`src/rtl/rtc_cal_pkg.sv`:
```
package rtc_cal_pkg;
  localparam int ADDR_W = 4;
  localparam int DATA_W = 8;
  localparam int NFIELD = 7;   // hund, sec, min, hour, date, month, year

  typedef enum logic [ADDR_W-1:0] {
    A_RSVD  = 4'd0,  A_SEC   = 4'd1,  A_MIN   = 4'd2,  A_HOUR  = 4'd3,
    A_DOW   = 4'd4,  A_DATE  = 4'd5,  A_MON   = 4'd6,  A_YEAR  = 4'd7,
    A_HUND  = 4'd8,  A_ASEC  = 4'd9,  A_AMIN  = 4'd10, A_AHOUR = 4'd11,
    A_ADATE = 4'd12, A_AMON  = 4'd13, A_FLAG  = 4'd14, A_SPARE = 4'd15
  } reg_addr_e;

  typedef struct packed {
    logic       armed;
    logic [6:0] sec;
    logic [6:0] min;
    logic [5:0] hour;
    logic [5:0] date;
    logic [4:0] mon;
  } alarm_t;

  function automatic logic [DATA_W-1:0] bcd_inc(input logic [DATA_W-1:0] v);
    if (v[3:0] == 4'd9) bcd_inc = {v[7:4] + 4'd1, 4'd0};
    else                bcd_inc = {v[7:4], v[3:0] + 4'd1};
  endfunction

  function automatic logic [DATA_W-1:0] field_min(input int i);
    field_min = (i == 4 || i == 5) ? 8'h01 : 8'h00;
  endfunction

  function automatic logic [DATA_W-1:0] field_max(input int i);
    case (i)
      0:       field_max = 8'h99;
      1, 2:    field_max = 8'h59;
      3:       field_max = 8'h23;
      4:       field_max = 8'h31;
      5:       field_max = 8'h12;
      default: field_max = 8'h99;
    endcase
  endfunction

  function automatic logic [DATA_W-1:0] field_mask(input int i);
    case (i)
      1, 2:    field_mask = 8'h7F;
      3, 4:    field_mask = 8'h3F;
      5:       field_mask = 8'h1F;
      default: field_mask = 8'hFF;
    endcase
  endfunction

  function automatic logic [ADDR_W-1:0] field_addr(input int i);
    case (i)
      0:       field_addr = 4'd8;
      1:       field_addr = 4'd1;
      2:       field_addr = 4'd2;
      3:       field_addr = 4'd3;
      4:       field_addr = 4'd5;
      5:       field_addr = 4'd6;
      default: field_addr = 4'd7;
    endcase
  endfunction
endpackage

```
`src/rtl/rtc_bcd_cell.sv`:
```
module rtc_bcd_cell
  import rtc_cal_pkg::*;
#(
  parameter logic [DATA_W-1:0] MINV = '0,
  parameter logic [DATA_W-1:0] MASK = '1,
  parameter logic [DATA_W-1:0] RSTV = '0
) (
  input  logic              clk,
  input  logic              rst_n,
  input  logic              step,
  input  logic              load,
  input  logic [DATA_W-1:0] ld_val,
  input  logic [DATA_W-1:0] lim,
  output logic [DATA_W-1:0] q,
  output logic [DATA_W-1:0] nxt,
  output logic              wrap
);
  assign wrap = step && (q == lim);

  always_comb begin
    nxt = q;
    if (load)      nxt = ld_val & MASK;
    else if (step) nxt = (q == lim) ? MINV : bcd_inc(q);
  end

  always_ff @(posedge clk or negedge rst_n) begin
    if (!rst_n)             q <= RSTV;
    else if (load || step)  q <= nxt;
  end
endmodule

```
`src/rtl/rtc_month_len.sv`:
```
module rtc_month_len
  import rtc_cal_pkg::*;
(
  input  logic [DATA_W-1:0] mon,
  input  logic [DATA_W-1:0] yr,
  output logic [DATA_W-1:0] last_day
);
  logic leap;
  always_comb begin
    if (yr[4]) leap = (yr[3:0] == 4'd2) || (yr[3:0] == 4'd6);
    else       leap = (yr[3:0] == 4'd0) || (yr[3:0] == 4'd4) || (yr[3:0] == 4'd8);
    case (mon)
      8'h02:                      last_day = leap ? 8'h29 : 8'h28;
      8'h04, 8'h06, 8'h09, 8'h11: last_day = 8'h30;
      default:                    last_day = 8'h31;
    endcase
  end
endmodule

```
`src/rtl/rtc_alarm_cmp.sv`:
```
module rtc_alarm_cmp
  import rtc_cal_pkg::*;
(
  input  alarm_t            al,
  input  logic [DATA_W-1:0] hund,
  input  logic [DATA_W-1:0] sec,
  input  logic [DATA_W-1:0] min,
  input  logic [DATA_W-1:0] hour,
  input  logic [DATA_W-1:0] date,
  input  logic [DATA_W-1:0] mon,
  output logic              match
);
  assign match = al.armed && (hund == 8'h00) &&
                 (sec  == {1'b0, al.sec})  && (min  == {1'b0, al.min}) &&
                 (hour == {2'b0, al.hour}) && (date == {2'b0, al.date}) &&
                 (mon  == {3'b0, al.mon});
endmodule

```
`src/rtl/rtc_calendar.sv`:
```
module rtc_calendar
  import rtc_cal_pkg::*;
(
  input  logic              clk,
  input  logic              rst_n,
  input  logic              tick_i,
  input  logic              wr_en,
  input  logic              rd_en,
  input  logic [ADDR_W-1:0] addr,
  input  logic [DATA_W-1:0] wdata,
  output logic [DATA_W-1:0] rdata,
  output logic              alarm_flag,
  output logic              wake_req
);
  logic              time_wr;
  logic [DATA_W-1:0] fq  [NFIELD];
  logic [DATA_W-1:0] fnx [NFIELD];
  logic [DATA_W-1:0] lim [NFIELD];
  logic [NFIELD:0]   cy;
  logic [DATA_W-1:0] mdays;
  logic [DATA_W-1:0] hund_q, sec_q;
  logic [2:0]        dow_q, dow_d;
  logic              cent_q, cent_d;
  alarm_t            al_q, al_d;
  logic              flag_q, flag_d, wake_q;
  logic              match, hit;

  assign time_wr = wr_en && (addr >= A_SEC) && (addr <= A_HUND);
  assign cy[0]   = tick_i && !time_wr;
  assign hund_q  = fq[0];
  assign sec_q   = fq[1];

  rtc_month_len u_mlen (.mon(fq[5]), .yr(fq[6]), .last_day(mdays));

  for (genvar gi = 0; gi < NFIELD; gi++) begin : g_field
    if (gi == 4) begin : g_dyn
      assign lim[gi] = mdays;
    end else begin : g_fix
      assign lim[gi] = field_max(gi);
    end
    rtc_bcd_cell #(
      .MINV(field_min(gi)), .MASK(field_mask(gi)), .RSTV(field_min(gi))
    ) u_cell (
      .clk(clk), .rst_n(rst_n), .step(cy[gi]),
      .load(wr_en && (addr == field_addr(gi))), .ld_val(wdata),
      .lim(lim[gi]), .q(fq[gi]), .nxt(fnx[gi]), .wrap(cy[gi+1])
    );
  end

  rtc_alarm_cmp u_cmp (
    .al(al_q), .hund(fnx[0]), .sec(fnx[1]), .min(fnx[2]), .hour(fnx[3]),
    .date(fnx[4]), .mon(fnx[5]), .match(match)
  );
  assign hit = cy[0] && match;

  always_comb begin
    dow_d  = dow_q;
    cent_d = cent_q;
    al_d   = al_q;
    if (wr_en && addr == A_DOW) dow_d = wdata[2:0];
    else if (cy[4])             dow_d = (dow_q == 3'd7) ? 3'd1 : dow_q + 3'd1;
    if (wr_en && addr == A_MON) cent_d = wdata[7];
    else if (cy[7])             cent_d = ~cent_q;
    if (wr_en) begin
      case (addr)
        A_ASEC:  al_d.sec  = wdata[6:0];
        A_AMIN:  al_d.min  = wdata[6:0];
        A_AHOUR: al_d.hour = wdata[5:0];
        A_ADATE: al_d.date = wdata[5:0];
        A_AMON:  begin al_d.mon = wdata[4:0]; al_d.armed = wdata[7]; end
        default: ;
      endcase
    end
    if (hit)                            flag_d = 1'b1;
    else if (rd_en && addr == A_FLAG)   flag_d = 1'b0;
    else                                flag_d = flag_q;
  end

  always_ff @(posedge clk or negedge rst_n) begin
    if (!rst_n) begin
      dow_q  <= 3'd1;
      cent_q <= 1'b0;
      al_q   <= '0;
      flag_q <= 1'b0;
      wake_q <= 1'b0;
    end else begin
      dow_q  <= dow_d;
      cent_q <= cent_d;
      if (wr_en) al_q <= al_d;
      flag_q <= flag_d;
      wake_q <= hit;
    end
  end

  always_comb begin
    case (addr)
      A_SEC:   rdata = fq[1];
      A_MIN:   rdata = fq[2];
      A_HOUR:  rdata = fq[3];
      A_DOW:   rdata = {5'd0, dow_q};
      A_DATE:  rdata = fq[4];
      A_MON:   rdata = {cent_q, 2'b0, fq[5][4:0]};
      A_YEAR:  rdata = fq[6];
      A_HUND:  rdata = fq[0];
      A_ASEC:  rdata = {1'b0, al_q.sec};
      A_AMIN:  rdata = {1'b0, al_q.min};
      A_AHOUR: rdata = {2'b0, al_q.hour};
      A_ADATE: rdata = {2'b0, al_q.date};
      A_AMON:  rdata = {al_q.armed, 2'b0, al_q.mon};
      A_FLAG:  rdata = {flag_q, 7'd0};
      default: rdata = '0;
    endcase
  end

  assign alarm_flag = flag_q;
  assign wake_req   = wake_q;
endmodule

```
`config.mk`:
```
export PLATFORM = sky130hd
export DESIGN_NAME = rtc_calendar
export DESIGN_NICKNAME = d
export VERILOG_FILES = /design/src/rtl/rtc_cal_pkg.sv /design/src/rtl/rtc_bcd_cell.sv /design/src/rtl/rtc_month_len.sv /design/src/rtl/rtc_alarm_cmp.sv /design/src/rtl/rtc_calendar.sv
export SDC_FILE = /design/constraint.sdc
export NUM_CORES = 1
export LEC_CHECK = 0
export CAP_MARGIN = 10
export CORE_AREA = 5 5 161 101
export CTS_BUF_LIST = sky130_fd_sc_hd__clkbuf_8 sky130_fd_sc_hd__clkbuf_16
export DETAILED_ROUTE_END_ITERATION = 10
export DIE_AREA = 0 0 166 106
export GPL_ROUTABILITY_DRIVEN = 0
export PLACE_DENSITY = 0.82
export SLEW_MARGIN = 30
export SYNTH_ARGS = -nofsm -noshare
export SYNTH_HDL_FRONTEND = slang
export SYNTH_HIERARCHICAL = 1
export SYNTH_SLANG_ARGS = --single-unit
```
`constraint.sdc`:
```
create_clock -name clk -period 5.7 [get_ports clk]
set_input_delay 1.14 -clock clk [delete_from_list [all_inputs] [get_ports clk]]
set_output_delay 1.14 -clock clk [all_outputs]
set_load 0.1 [all_outputs]
```
==> flow_metrics.tcl <==
set metrics [dict create \
    cts_buffer_depth 2 \
    grt_max_degree 64 \
    hold_path_startpoint "al_q[24]$_DFFE_PN0P_" \
    p_leak_nw 3.622 \
    finalSetupViolCount 0 \
    seq_power_share 0.389 \
    start_util 0.5488 \
    ios 27 \
    worst_pin_slew_ns 0.9614 \
    core_sq_um 14850 \
    fill_cells 1267 \
    syn_area_sq_um 8147 \
    internal_power_mw 1.592 \
    yosys_warnings 6 \
    post_drt_wl_per_cell_um 21.96 \
    die-area_sq_um 17600 \
    die_w_um 166 \
    slew_headroom 0.3571 \
    nNetsFinal 986 \
    hold_end "al_q[24]$_DFFE_PN0P_" \
    holdPathStages 1 \
    fin_skew_ns 0.009012 \
    swShare 0.4168 \
    vias 7760 \
    min_period_ns 5.339 \
    finalPower_mw 2.730 \
    reg2reg_depth 20 \
    htreeDepth 3 \
    route.met2.wl_um 10110 \
    r2r_slack_ns 1.07 \
    hold_buffers 0 \
    end_kind "register" \
    worstSetupPathType "in -> reg" \
    viasPerCell 6.713 \
    p_sw_mw 1.138 \
    clk_latency_ns 0.36 \
    top_layer "met4" \
    cts_tree "done" \
    die_h_um 106 \
    status "complete, no violations" \
    multiInputGateArea_sq_um 5579 \
    antenna_found_initial 1 \
    area_growth_pct 11.90 \
    cp_slowest_stage_delay_ns 0.44 \
    cp_num_buf_inv 6 \
    required_ns 5.99 \
    dr_wl_met3_um 3990 \
    rsz0062_at_grt "no" \
    timing.fmax_ghz 0.1873 \
    finalHoldViolCount 0 \
    grt_pass1_vias 6888 \
    power_density_nw_per_um2 299.4 \
    worst_slack_ns 0.3609 \
    register_area_sq_um 2356 \
    r2r_start "g_field[0].u_cell/q[1]$_DFFE_PN0P_" \
    globalRouteOverflowTotal 0 \
    grtUsageTotal 0.2811 \
    drv_slew 0 \
    m1WireLength_um 10530 \
    path_delay_family "simple AND/OR/NAND/NOR gates" \
    power_frac_comb 0.370 \
    grt_pass1_wl_um 39290 \
    drive_above_1_share 0.1661 \
    ir_drop_mv 0.1900 \
    num_rows 35 \
    synthCells 889 \
    cts_buffers 9 \
    crit_slowest_cell "nor4_4" \
    clock_sinks 94 \
    drc 0 \
    crit_chain "clkdlybuf4s50_1 > nor3_2 > xnor2_1 > nand2_1 > and2_1 > inv_1 > nor2_4 > inv_1 > nor3_4 > inv_1 > nor3_4 > inv_2 > nor3_4 > buf_4 > nand2b_1 > nor2_1 > o211ai_1 > nand3_1 > xor2_1 > nor4_4 > nand3_1 > nor4_2 > a32o_1" \
    post-route-period-util 0.9367 \
    rr_endpoint "alarm_flag$_DFFE_PN0P_" \
    drtIter0Drc 1445 \
    postRouteWirelength_um 25390 \
    clk_pin_slew_ns 0.07 \
    dr.pass1.iters 6 \
    syn_avg_cell_area_sq_um 9.164 \
    worstPathArrival_ns 5.63 \
    post-place-ws_ns -0.1505 \
    clkPwrFrac 0.242 \
    cap_violations 0 \
    place.port_buffers 26 \
    clockRootBuffer "clkbuf_16" \
    crit_path_start_kind "input port" \
    antenna_left 0 \
    holdCritPathClass "reg -> reg" \
    path_max_fanout 15 \
    hpwl_um 18630 \
]
layout by cell type, fill, tap and decap left out, types with 13 or more instances in the layout:
| cell type | count |
|---|---|
| a21oi_1 | 38 |
| a22oi_1 | 22 |
| clkdlybuf4s50_1 | 17 |
| nor3_1 | 22 |
| mux2_2 | 42 |
| nor4_1 | 13 |
| nor2b_1 | 18 |
| o21ai_0 | 55 |
| buf_4 | 25 |
| nand3_1 | 49 |
| nor2_1 | 30 |
| xor2_1 | 30 |
| o22ai_1 | 16 |
| nand2_1 | 37 |
| inv_1 | 24 |
| and3_1 | 13 |
| nor3b_1 | 16 |
| xnor2_1 | 66 |
| conb_1 | 53 |
| dfrtp_1 | 91 |
| ha_1 | 23 |
| nand2b_1 | 20 |
flip-flops by register name, summed over array words and instances (netlist names):
| register | cells |
|---|---|
| wake_req | 1 |
| al_q | 32 |
| g_field.u_cell/q | 56 |
| dow_q | 3 |
| alarm_flag | 1 |
| cent_q | 1 |
through the flow:
stage                     hold slack (ns)  std cells  utilization  TNS [ns]  cell area (sq um)
after floorplan                    0.4959        938            -         0               8368
after global placement             0.5279       1138       0.5915  -0.03979               8781
after detailed placement           0.5398       1138       0.5915   -0.2889               8781
after CTS                          0.5539       1154       0.6124         0               9091
after global routing               0.5854       1154       0.6137         0               9111
final                              0.5557       1156       0.6141         0               9116
worst max path at each step:
stage / startpoint / endpoint / slack [ns] / cells past startpoint
finish: addr[1] / alarm_flag$_DFFE_PN0P_ / 0.36 / 23
global route: addr[1] / alarm_flag$_DFFE_PN0P_ / 0.01 / 25
CTS: addr[1] / alarm_flag$_DFFE_PN0P_ / 0.19 / 23
detailed placement: addr[1] / alarm_flag$_DFFE_PN0P_ / -0.15 / 23
global placement: addr[1] / alarm_flag$_DFFE_PN0P_ / -0.02 / 23
floorplan: addr[1] / alarm_flag$_DFFE_PN0P_ / 0.02 / 27
timing repair:
action	in CTS	in global routing
gates resized for setup	0	3
setup buffers	0	0
setup endpoints to repair	0	2
endpoints found under the hold margin	0	0
power groups by stage:
stage	combinational [mW]	clock (mW)	sequential, mW
detailed placement	0.965	0	1.06
global placement	0.934	0	1.05
CTS	0.972	0.656	1.05
finish	1.01	0.659	1.06
floorplan	0.729	0	0.960
global route	1.08	0.687	1.07
layer usage:
layer / vias to the layer above / GRT usage
met4: 0 / 0.07475
met5: - / 0
met3: 78 / 0.1044
li1: 3403 / -
met1: 3681 / 0.4133
met2: 598 / 0.3845
layout make-up:
type | instances | area share
multi-input cells | 766 | 0.6120
clock buffers | 9 | 0.02470
diodes | 2 | 0.0005490
repair buffers | 50 | 0.05682
well taps | 203 | 0.02786
inverters | 25 | 0.01029
clock inverters | 7 | 0.009333
flip-flops and latches | 94 | 0.2584
No activity file was read; power rests on OpenSTA's default activity.
